**src/rtl/flash_cmd_pkg.sv**
```systemverilog
package flash_cmd_pkg;

  typedef enum logic [3:0] {
    ST_READ, ST_UL1, ST_UL2, ST_PGM, ST_E1, ST_E2, ST_E3,
    ST_BYP, ST_BYP_PGM, ST_BYP_X, ST_PBUSY, ST_EBUSY, ST_SUSP
  } fc_state_t;

  localparam int CMD_AW = 11;
  localparam logic [CMD_AW-1:0] ADR_KEY1 = 11'h555;
  localparam logic [CMD_AW-1:0] ADR_KEY2 = 11'h2AA;

  localparam logic [7:0] C_KEY1  = 8'hAA;
  localparam logic [7:0] C_KEY2  = 8'h55;
  localparam logic [7:0] C_PROG  = 8'hA0;
  localparam logic [7:0] C_ERASE = 8'h80;
  localparam logic [7:0] C_FAST  = 8'h20;
  localparam logic [7:0] C_SECT  = 8'h30;
  localparam logic [7:0] C_CHIP  = 8'h10;
  localparam logic [7:0] C_HOLD  = 8'hB0;
  localparam logic [7:0] C_RESUME = 8'h30;
  localparam logic [7:0] C_FEXIT = 8'h90;
  localparam logic [7:0] C_FDONE = 8'h00;

endpackage

```
**src/rtl/flash_bus_sampler.sv**
```systemverilog
module flash_bus_sampler #(
  parameter int AW = 12,
  parameter int DW = 16
) (
  input  logic          clk,
  input  logic          rst_n,
  input  logic          ce_n,
  input  logic          we_n,
  input  logic          oe_n,
  input  logic          byte_mode,
  input  logic          wr_inhibit,
  input  logic [AW-1:0] addr,
  input  logic [DW-1:0] dq_in,
  output logic [AW-1:0] addr_q,
  output logic [DW-1:0] din_q,
  output logic          byte_q,
  output logic          inh_q,
  output logic          wr_evt,
  output logic          rd_fall,
  output logic          rd_act
);

  logic ce_q, we_q, we_d, oe_q, oe_d;

  always_ff @(posedge clk or negedge rst_n) begin
    if (!rst_n) begin
      ce_q   <= 1'b1;
      we_q   <= 1'b1;
      we_d   <= 1'b1;
      oe_q   <= 1'b1;
      oe_d   <= 1'b1;
      addr_q <= '0;
      din_q  <= '0;
      byte_q <= 1'b0;
      inh_q  <= 1'b0;
    end else begin
      ce_q   <= ce_n;
      we_q   <= we_n;
      we_d   <= we_q;
      oe_q   <= oe_n;
      oe_d   <= oe_q;
      addr_q <= addr;
      din_q  <= dq_in;
      byte_q <= byte_mode;
      inh_q  <= wr_inhibit;
    end
  end

  // write taken on the rising write strobe; blocked by the inhibit pin
  assign wr_evt  = !ce_q && !we_d && we_q && !inh_q;
  assign rd_fall = !ce_q && oe_d && !oe_q;
  assign rd_act  = !ce_q && !oe_q;

endmodule

```
**src/rtl/flash_cmd_fsm.sv**
```systemverilog
module flash_cmd_fsm
  import flash_cmd_pkg::*;
#(
  parameter int AW        = 12,
  parameter int DW        = 16,
  parameter int WL        = 6,
  parameter int SL        = 2,
  parameter int PROG_CYC  = 40,
  parameter int ERASE_CYC = 300
) (
  input  logic                 clk,
  input  logic                 rst_n,
  input  logic                 wr_evt,
  input  logic                 rd_fall,
  input  logic                 inh_q,
  input  logic                 byte_q,
  input  logic [AW-1:0]        addr_q,
  input  logic [DW-1:0]        din_q,
  input  logic [(1<<SL)-1:0]   lock,
  output logic                 prog_en,
  output logic [WL-1:0]        prog_idx,
  output logic [DW-1:0]        prog_data,
  output logic                 prog_byte,
  output logic                 prog_hi,
  output logic                 pre_en,
  output logic                 fill_en,
  output logic [(1<<SL)-1:0]   ers_mask,
  output logic                 busy_pgm,
  output logic                 busy_ers,
  output logic                 in_susp,
  output logic                 pd7,
  output logic                 tog
);

  localparam int NS  = 1 << SL;
  localparam int PCW = $clog2(PROG_CYC + 1);
  localparam int ECW = $clog2(ERASE_CYC + 1);

  fc_state_t      st;
  logic [PCW-1:0] pcnt;
  logic [ECW-1:0] ecnt;
  logic           ret_fast, ers_chip, pre_pend;

  logic [AW-2:0]  wa;
  logic [7:0]     cd;
  logic           k1, k2, blocked;
  logic [SL-1:0]  sec;
  fc_state_t      home;

  assign wa      = byte_q ? addr_q[AW-1:1] : addr_q[AW-2:0];
  assign cd      = din_q[7:0];
  assign k1      = (wa[CMD_AW-1:0] == ADR_KEY1);
  assign k2      = (wa[CMD_AW-1:0] == ADR_KEY2);
  assign sec     = wa[WL-1:WL-SL];
  assign blocked = lock[sec] || (in_susp && ers_mask[sec]);
  assign home    = in_susp ? ST_SUSP : ST_READ;

  always_ff @(posedge clk or negedge rst_n) begin
    if (!rst_n) begin
      st        <= ST_READ;
      pcnt      <= '0;
      ecnt      <= '0;
      ret_fast  <= 1'b0;
      ers_chip  <= 1'b0;
      pre_pend  <= 1'b0;
      in_susp   <= 1'b0;
      ers_mask  <= '0;
      prog_idx  <= '0;
      prog_data <= '0;
      prog_byte <= 1'b0;
      prog_hi   <= 1'b0;
      tog       <= 1'b0;
    end else begin
      pre_pend <= 1'b0;
      if (rd_fall && (st == ST_PBUSY || st == ST_EBUSY)) tog <= ~tog;
      unique case (st)
        ST_READ: if (wr_evt) st <= (k1 && cd == C_KEY1) ? ST_UL1 : ST_READ;
        ST_UL1:  if (wr_evt) st <= (k2 && cd == C_KEY2) ? ST_UL2 : home;
        ST_UL2: if (wr_evt) begin
          if (k1 && cd == C_PROG)                  st <= ST_PGM;
          else if (k1 && cd == C_ERASE && !in_susp) st <= ST_E1;
          else if (k1 && cd == C_FAST && !in_susp)  st <= ST_BYP;
          else                                      st <= home;
        end
        ST_PGM, ST_BYP_PGM: if (wr_evt) begin
          if (blocked) begin
            st <= (st == ST_BYP_PGM) ? ST_BYP : home;
          end else begin
            prog_idx  <= wa[WL-1:0];
            prog_data <= din_q;
            prog_byte <= byte_q;
            prog_hi   <= byte_q & addr_q[0];
            ret_fast  <= (st == ST_BYP_PGM);
            pcnt      <= PCW'(PROG_CYC - 1);
            st        <= ST_PBUSY;
          end
        end
        ST_E1: if (wr_evt) st <= (k1 && cd == C_KEY1) ? ST_E2 : ST_READ;
        ST_E2: if (wr_evt) st <= (k2 && cd == C_KEY2) ? ST_E3 : ST_READ;
        ST_E3: if (wr_evt) begin
          if (k1 && cd == C_CHIP && (~lock != '0)) begin
            ers_mask <= ~lock;
            ers_chip <= 1'b1;
            ecnt     <= ECW'(ERASE_CYC - 1);
            pre_pend <= 1'b1;
            st       <= ST_EBUSY;
          end else if (cd == C_SECT && !lock[sec]) begin
            ers_mask <= NS'(1) << sec;
            ers_chip <= 1'b0;
            ecnt     <= ECW'(ERASE_CYC - 1);
            pre_pend <= 1'b1;
            st       <= ST_EBUSY;
          end else begin
            st <= ST_READ;
          end
        end
        ST_BYP: if (wr_evt) begin
          if (cd == C_PROG)       st <= ST_BYP_PGM;
          else if (cd == C_FEXIT) st <= ST_BYP_X;
        end
        ST_BYP_X: if (wr_evt) st <= (cd == C_FDONE) ? ST_READ : ST_BYP;
        ST_PBUSY: begin
          if (pcnt == '0) st <= ret_fast ? ST_BYP : home;
          else            pcnt <= pcnt - 1'b1;
        end
        ST_EBUSY: begin
          if (ecnt == '0) begin
            st       <= ST_READ;
            ers_mask <= '0;
          end else if (wr_evt && cd == C_HOLD && !ers_chip) begin
            st      <= ST_SUSP;
            in_susp <= 1'b1;
          end else begin
            ecnt <= ecnt - 1'b1;
          end
        end
        ST_SUSP: if (wr_evt) begin
          if (cd == C_RESUME) begin
            st      <= ST_EBUSY;
            in_susp <= 1'b0;
          end else if (k1 && cd == C_KEY1) begin
            st <= ST_UL1;
          end
        end
        default: st <= ST_READ;
      endcase
    end
  end

  assign busy_pgm = (st == ST_PBUSY);
  assign busy_ers = (st == ST_EBUSY);
  assign prog_en  = busy_pgm && (pcnt == '0);
  assign fill_en  = busy_ers && (ecnt == '0);
  assign pre_en   = pre_pend;
  assign pd7      = prog_data[7];

  AST_BUSY_FROM_WRITE: assert property (@(posedge clk) disable iff (!rst_n)
    $rose(busy_pgm || busy_ers) |-> $past(wr_evt));

  AST_INHIBIT_HOLDS: assert property (@(posedge clk) disable iff (!rst_n)
    (inh_q && st == ST_READ) |=> (st == ST_READ));

  AST_SUSP_ONLY_SECTOR: assert property (@(posedge clk) disable iff (!rst_n)
    $rose(in_susp) |-> !ers_chip);

endmodule

```
**src/rtl/flash_array.sv**
```systemverilog
module flash_array #(
  parameter int DW = 16,
  parameter int WL = 6,
  parameter int SL = 2
) (
  input  logic               clk,
  input  logic               rst_n,
  input  logic               prog_en,
  input  logic [WL-1:0]      prog_idx,
  input  logic [DW-1:0]      prog_data,
  input  logic               prog_byte,
  input  logic               prog_hi,
  input  logic               pre_en,
  input  logic               fill_en,
  input  logic [(1<<SL)-1:0] ers_mask,
  input  logic [(1<<SL)-1:0] lock,
  input  logic [WL-1:0]      rd_idx,
  output logic [DW-1:0]      rd_word
);

  localparam int DEPTH  = 1 << WL;
  localparam int SWORDS = 1 << (WL - SL);
  localparam int BW     = DW / 2;

  logic [DW-1:0] words [DEPTH];

  for (genvar g = 0; g < DEPTH; g++) begin : g_word
    logic [DW-1:0] w;
    logic          hit, in_ers;
    assign hit    = prog_en && (prog_idx == WL'(g));
    assign in_ers = ers_mask[g / SWORDS];

    always_ff @(posedge clk or negedge rst_n) begin
      if (!rst_n) begin
        w <= '1;
      end else if (fill_en && in_ers) begin
        w <= '1;
      end else if (pre_en && in_ers) begin
        w <= '0;
      end else if (hit) begin
        if (!prog_byte)   w <= w & prog_data;
        else if (prog_hi) w[DW-1:BW] <= w[DW-1:BW] & prog_data[BW-1:0];
        else              w[BW-1:0]  <= w[BW-1:0] & prog_data[BW-1:0];
      end
    end
    assign words[g] = w;
  end

  assign rd_word = words[rd_idx];

  AST_LOCKED_NO_PROG: assert property (@(posedge clk) disable iff (!rst_n)
    prog_en |-> !lock[prog_idx[WL-1:WL-SL]]);

  AST_LOCKED_NO_ERASE: assert property (@(posedge clk) disable iff (!rst_n)
    (fill_en || pre_en) |-> ((ers_mask & lock) == '0));

endmodule

```
**src/rtl/flash_cmd_ctrl.sv**
```systemverilog
module flash_cmd_ctrl #(
  parameter int AW        = 12,
  parameter int DW        = 16,
  parameter int WL        = 6,
  parameter int SL        = 2,
  parameter int PROG_CYC  = 40,
  parameter int ERASE_CYC = 300
) (
  input  logic               clk,
  input  logic               rst_n,
  input  logic               ce_n,
  input  logic               we_n,
  input  logic               oe_n,
  input  logic               byte_mode,
  input  logic               wr_inhibit,
  input  logic [(1<<SL)-1:0] sect_lock,
  input  logic [AW-1:0]      addr,
  input  logic [DW-1:0]      dq_in,
  output logic [DW-1:0]      dq_out,
  output logic               dq_oe,
  output logic               ry_by
);

  localparam int NS = 1 << SL;
  localparam int BW = DW / 2;

  logic [AW-1:0] addr_q;
  logic [DW-1:0] din_q;
  logic          byte_q, inh_q, wr_evt, rd_fall, rd_act;

  logic          prog_en, prog_byte, prog_hi, pre_en, fill_en;
  logic [WL-1:0] prog_idx, rd_idx;
  logic [DW-1:0] prog_data, rd_word;
  logic [NS-1:0] ers_mask;
  logic          busy_pgm, busy_ers, in_susp, pd7, tog;

  flash_bus_sampler #(.AW(AW), .DW(DW)) u_bus (
    .clk(clk), .rst_n(rst_n), .ce_n(ce_n), .we_n(we_n), .oe_n(oe_n),
    .byte_mode(byte_mode), .wr_inhibit(wr_inhibit), .addr(addr), .dq_in(dq_in),
    .addr_q(addr_q), .din_q(din_q), .byte_q(byte_q), .inh_q(inh_q),
    .wr_evt(wr_evt), .rd_fall(rd_fall), .rd_act(rd_act)
  );

  flash_cmd_fsm #(.AW(AW), .DW(DW), .WL(WL), .SL(SL),
                  .PROG_CYC(PROG_CYC), .ERASE_CYC(ERASE_CYC)) u_fsm (
    .clk(clk), .rst_n(rst_n), .wr_evt(wr_evt), .rd_fall(rd_fall), .inh_q(inh_q),
    .byte_q(byte_q), .addr_q(addr_q), .din_q(din_q), .lock(sect_lock),
    .prog_en(prog_en), .prog_idx(prog_idx), .prog_data(prog_data),
    .prog_byte(prog_byte), .prog_hi(prog_hi), .pre_en(pre_en), .fill_en(fill_en),
    .ers_mask(ers_mask), .busy_pgm(busy_pgm), .busy_ers(busy_ers),
    .in_susp(in_susp), .pd7(pd7), .tog(tog)
  );

  flash_array #(.DW(DW), .WL(WL), .SL(SL)) u_arr (
    .clk(clk), .rst_n(rst_n), .prog_en(prog_en), .prog_idx(prog_idx),
    .prog_data(prog_data), .prog_byte(prog_byte), .prog_hi(prog_hi),
    .pre_en(pre_en), .fill_en(fill_en), .ers_mask(ers_mask), .lock(sect_lock),
    .rd_idx(rd_idx), .rd_word(rd_word)
  );

  logic          rd_hi;
  logic [SL-1:0] rd_sec;
  logic [DW-1:0] val;

  assign rd_idx = byte_q ? addr_q[WL:1] : addr_q[WL-1:0];
  assign rd_hi  = byte_q & addr_q[0];
  assign rd_sec = rd_idx[WL-1:WL-SL];

  always_comb begin
    if (busy_pgm)
      val = DW'({~pd7, tog, 6'b0});
    else if (busy_ers)
      val = DW'({1'b0, tog, 6'b0});
    else if (in_susp && ers_mask[rd_sec])
      val = DW'(8'h80);
    else if (byte_q)
      val = DW'(rd_hi ? rd_word[DW-1:BW] : rd_word[BW-1:0]);
    else
      val = rd_word;
  end

  assign dq_oe  = rd_act;
  assign dq_out = dq_oe ? val : '0;
  assign ry_by  = !(busy_pgm || busy_ers);

  AST_STATUS_FORM: assert property (@(posedge clk) disable iff (!rst_n)
    (!ry_by && dq_oe) |-> (dq_out[DW-1:8] == '0 && dq_out[5:0] == '0));

endmodule

```
**config.mk**
```make
export PLATFORM = sky130hd
export DESIGN_NAME = flash_cmd_ctrl
export DESIGN_NICKNAME = d
export VERILOG_FILES = /design/src/rtl/flash_cmd_pkg.sv /design/src/rtl/flash_bus_sampler.sv /design/src/rtl/flash_cmd_fsm.sv /design/src/rtl/flash_array.sv /design/src/rtl/flash_cmd_ctrl.sv
export SDC_FILE = /design/constraint.sdc
export NUM_CORES = 2
export LEC_CHECK = 0
export BUFFER_PORTS_ARGS = -buffer_cell sky130_fd_sc_hd__buf_2
export CELL_PAD_IN_SITES_DETAIL_PLACEMENT = 2
export CELL_PAD_IN_SITES_GLOBAL_PLACEMENT = 2
export CORE_MARGIN = 3
export CORE_UTILIZATION = 43
export CTS_CLUSTER_SIZE = 30
export DETAILED_ROUTE_END_ITERATION = 10
export PLACE_DENSITY_LB_ADDON = 0.3
export SLEW_MARGIN = 20
export SYNTH_ARGS = -nofsm -noshare
export SYNTH_HDL_FRONTEND = slang
export SYNTH_HIERARCHICAL = 1
export SYNTH_SLANG_ARGS = --single-unit
```
**constraint.sdc**
```tcl
create_clock -name clk -period 3.8 [get_ports clk]
set_input_delay 0.38 -clock clk [delete_from_list [all_inputs] [get_ports clk]]
set_output_delay 0.38 -clock clk [all_outputs]
set_load 0.01 [all_outputs]
```
==> results.sh <==
export IMPL_ir_worst_vdd_mv=0.422
export IMPL_reg2reg_setup_slack_ns=-0.19
export IMPL_crit_path_max_fanout=6
export IMPL_chipWidth_um=350
export IMPL_std_cell_rows=125
export IMPL_fp_dieH_um=350
export IMPL_crit_buf_inv=6
export IMPL_nets=4843
export IMPL_synth_seq_cells=1111
export IMPL_startpoint_type="flop"
export IMPL_route_detailed_drc=0
export IMPL_cts_root_buf="clkbuf_16"
export IMPL_synth_cells=4600
export IMPL_fin_crit_sh_pct=120
export IMPL_synthDistinctLibCells=91
export IMPL_synth_top_area_share_pct=53.1
export IMPL_post_drt_via_cell_ratio=6.66
export IMPL_htreeDepth=3
export IMPL_yosysTopAreaCell="dfstp_2"
export IMPL_path_depth=13
export IMPL_cts_clk_slew_worst_paths_ns=0.06
export IMPL_grt_pass1_vias=46200
export IMPL_crit_slowest_cell="mux4_2"
export IMPL_crit_start="u_bus/byte_q"
export IMPL_reg2reg_depth=8
export IMPL_power_per_cell_area_mw_per_mm2=436
export IMPL_yosysMostFrequentCell="nand2_1"
export IMPL_area_growth_pct=18.8
export IMPL_antenna_found_initial=9
export IMPL_grt_max_degree=108
export IMPL_crit_type="reg2out"
export IMPL_grt_pass1_wl_um=317000
export IMPL_yosysSeqAreaShare_pct=57.1
export IMPL_avgSynthCellArea_um2=11.1
export IMPL_hold_viol=0
export IMPL_grt_util_all_layers_pct=34.7
export IMPL_synth_edf_count=0
export IMPL_clk_latency_ns=0.80
export IMPL_cts_max_path_buffers=3
export IMPL_syn_nets=4643
export IMPL_clock_skew_ns=0.0435
export IMPL_overflow=0
export IMPL_hold_worst_slack_ns=0.0879
export IMPL_slowest_delay_ns=0.53
export IMPL_wl_um=231000
export IMPL_crit_path_end="dq_out[3]"
export IMPL_multi_input_area_mm2=0.0214
export IMPL_clock_sinks=1111
export IMPL_violations="setup timing"
export IMPL_async_reset_ff_share_pct=100
export IMPL_max_freq_mhz=219
export IMPL_cp_common_cell="buf_4"
export IMPL_max_cap_viol_count=0
export IMPL_portBuffers=56
export IMPL_syn_cell_area_mm2=0.0509
export IMPL_finalWorstSetupSlack_ns=-0.768
export IMPL_end_kind="primary output"
export IMPL_worst_ep_arrival_time_ns=4.19
export IMPL_cts_tree="yes"
export IMPL_fillers=11100
export IMPL_whs_path_depth=3
export IMPL_r2r_start="u_fsm/st[2]"
export IMPL_yosysWarnings=6
export IMPL_finalSetupViolCount=36
export IMPL_slew_violations=0
export IMPL_pre_cts_ws_ns=-0.710
export IMPL_outcome="finished, violations left"
export IMPL_ios=57
export IMPL_worstPathCellList="buf_12 -> mux2_4 -> buf_12 -> buf_4 -> mux4_2 -> mux4_2 -> nor2_1 -> buf_4 -> o31ai_2 -> mux2i_1 -> buf_4 -> nor3_4 -> buf_6"
export IMPL_wl_per_cell_um=36.0
export IMPL_first_pass_iters=5
export IMPL_drtIter0Drc=4408
export IMPL_ys_flop_type="dfstp_2"
export IMPL_cp_top_family="multiplexers"
export IMPL_ff_latch_area_mm2=0.0291
export IMPL_synth_common_cells="nand2_1, o21ai_0, dfstp_2, mux4_2, clkbuf_1"
export IMPL_vias=42800
export IMPL_dpl_hpwl_um=129000
export IMPL_hp_class="in2reg"
export IMPL_power_leakage_nw=28.1
export IMPL_critPathRequiredTime_ns=3.42
export IMPL_tightest_slew_ns=1.23
export IMPL_fp_dieArea_mm2=0.123
export IMPL_gp_congestion=0.886
export IMPL_min_period_ns=4.57
export IMPL_rsz0062_at_grt="true"
export IMPL_coreArea_mm2=0.117
export IMPL_ant_nets=0
export IMPL_drive_gt1_share_pct=41.5
export IMPL_relSlewSlack_pct=17.9
export IMPL_ys_top_cells_by_area="dfstp_2, mux4_2, o21ai_0, nand2_1, dfrtp_1"
export IMPL_cts_buffers_inserted=120
export IMPL_initial_core_util_pct=43.6
export IMPL_reg2reg_to="u_arr/g_word[13].w[4]"
[how the worst min path moves through the flow]
stage,startpoint,endpoint,slack [ns]
floorplan,rst_n,u_bus/addr_q[0],0.08
global placement,u_bus/we_q,u_bus/we_d,0.36
detailed placement,u_bus/we_q,u_bus/we_d,0.36
CTS,sect_lock[2],u_fsm/ers_mask[2],0.01
global route,sect_lock[0],u_fsm/ers_mask[0],0.07
finish,sect_lock[0],u_fsm/ers_mask[0],0.09
[final cells by class]
type / instances / share of cell area [%]
antenna: 2 / 0.00828
clock buffer: 175 / 5.83
clock inverter: 42 / 0.844
inverter: 19 / 0.118
multi-input combinational: 3160 / 35.5
sequential: 1111 / 48.1
tap: 1524 / 3.15
timing repair buffer: 388 / 6.47
[stage by stage]
stage	instance area, um^2	std cells	utilization (%)	power [mW]	TNS (ns)
2_1_floorplan	50900	4600	-	12.7	0
3_3_place_gp	54000	6093	46.3	13.5	-5.06
3_5_place_dp	54100	6093	46.3	13.6	-4.68
4_1_cts	59600	6378	51.0	26.0	-8.76
5_1_grt	60500	6419	51.8	27.0	-15.29
6_report	60500	6421	51.8	26.4	-11.05
[registers in the layout (all words and copies together), names as in the netlist, 6 cells and up]
signal / cells
u_arr/g_word.w: 1024
u_bus/addr_q: 12
u_bus/din_q: 16
u_fsm/ecnt: 9
u_fsm/pcnt: 6
u_fsm/prog_data: 16
u_fsm/prog_idx: 6
[cells by family after synthesis]
| group | count (synthesis) | synth area share (%) |
|---|---|---|
| AO/OA/AOI/OAI | 1311 | 13.7 |
| XOR/XNOR | 7 | 0.120 |
| adder cells (fa/ha/maj) | 4 | 0.0983 |
| buffers and inverters | 332 | 2.82 |
| flip-flops | 1111 | 57.1 |
| multiplexers | 363 | 14.0 |
| AND/OR/NAND/NOR | 1472 | 12.2 |
[cell usage in the layout (no fill, tap or decap), types with 11 or more instances in the layout]
| master | n |
|---|---|
| mux2_1 | 11 |
| nor2_2 | 17 |
| dfstp_2 | 1029 |
| clkinv_2 | 18 |
| clkbuf_8 | 23 |
| buf_6 | 28 |
| nand4_1 | 11 |
| dlygate4sd3_1 | 35 |
| o21ai_0 | 1056 |
| buf_2 | 53 |
| o22ai_1 | 12 |
| buf_12 | 52 |
| clkbuf_16 | 128 |
| clkbuf_1 | 28 |
| dfrtp_1 | 79 |
| o21ai_2 | 12 |
| nand3_1 | 17 |
| a21oi_1 | 38 |
| and2_0 | 33 |
| mux4_2 | 272 |
| o221ai_1 | 11 |
| nand2_1 | 1196 |
| inv_1 | 18 |
| nor2_1 | 52 |
| o21ai_1 | 72 |
| mux2i_1 | 50 |
| buf_4 | 201 |
[routing by layer]
layer / track usage (%) / share of wire [%] / vias up
met5: 0 / 0.014 / -
met4: 16.9 / 6.2 / 6
met3: 6.55 / 7.6 / 791
met2: 56.8 / 48 / 2302
met1: 44.7 / 38 / 23000
li1: - / - / 16600
[power by group]
part	internal (mW)	total [mW]	switching, mW	leakage, nW
clock network	6.93	12.5	5.57	1.98
logic	0.763	1.93	1.17	14.5
registers	11.9	12.0	0.0479	11.6
[tightest hold or removal path, delay by kind of cell]
kind | cells | cell delay (ns)
AOI/OAI and AO/OA | 2 | 0.26
buffers and inverters | 1 | 0.16
[timing repair]
action                     CTS  global route
gates cloned                 6             4
resized for setup          157            85
hold buffers                35             0
hold endpoints to repair    38             0
setup buffers               34            42
pin swaps                   17            16
setup endpoints to repair   16           523
Power figures use the tool's default switching activity.
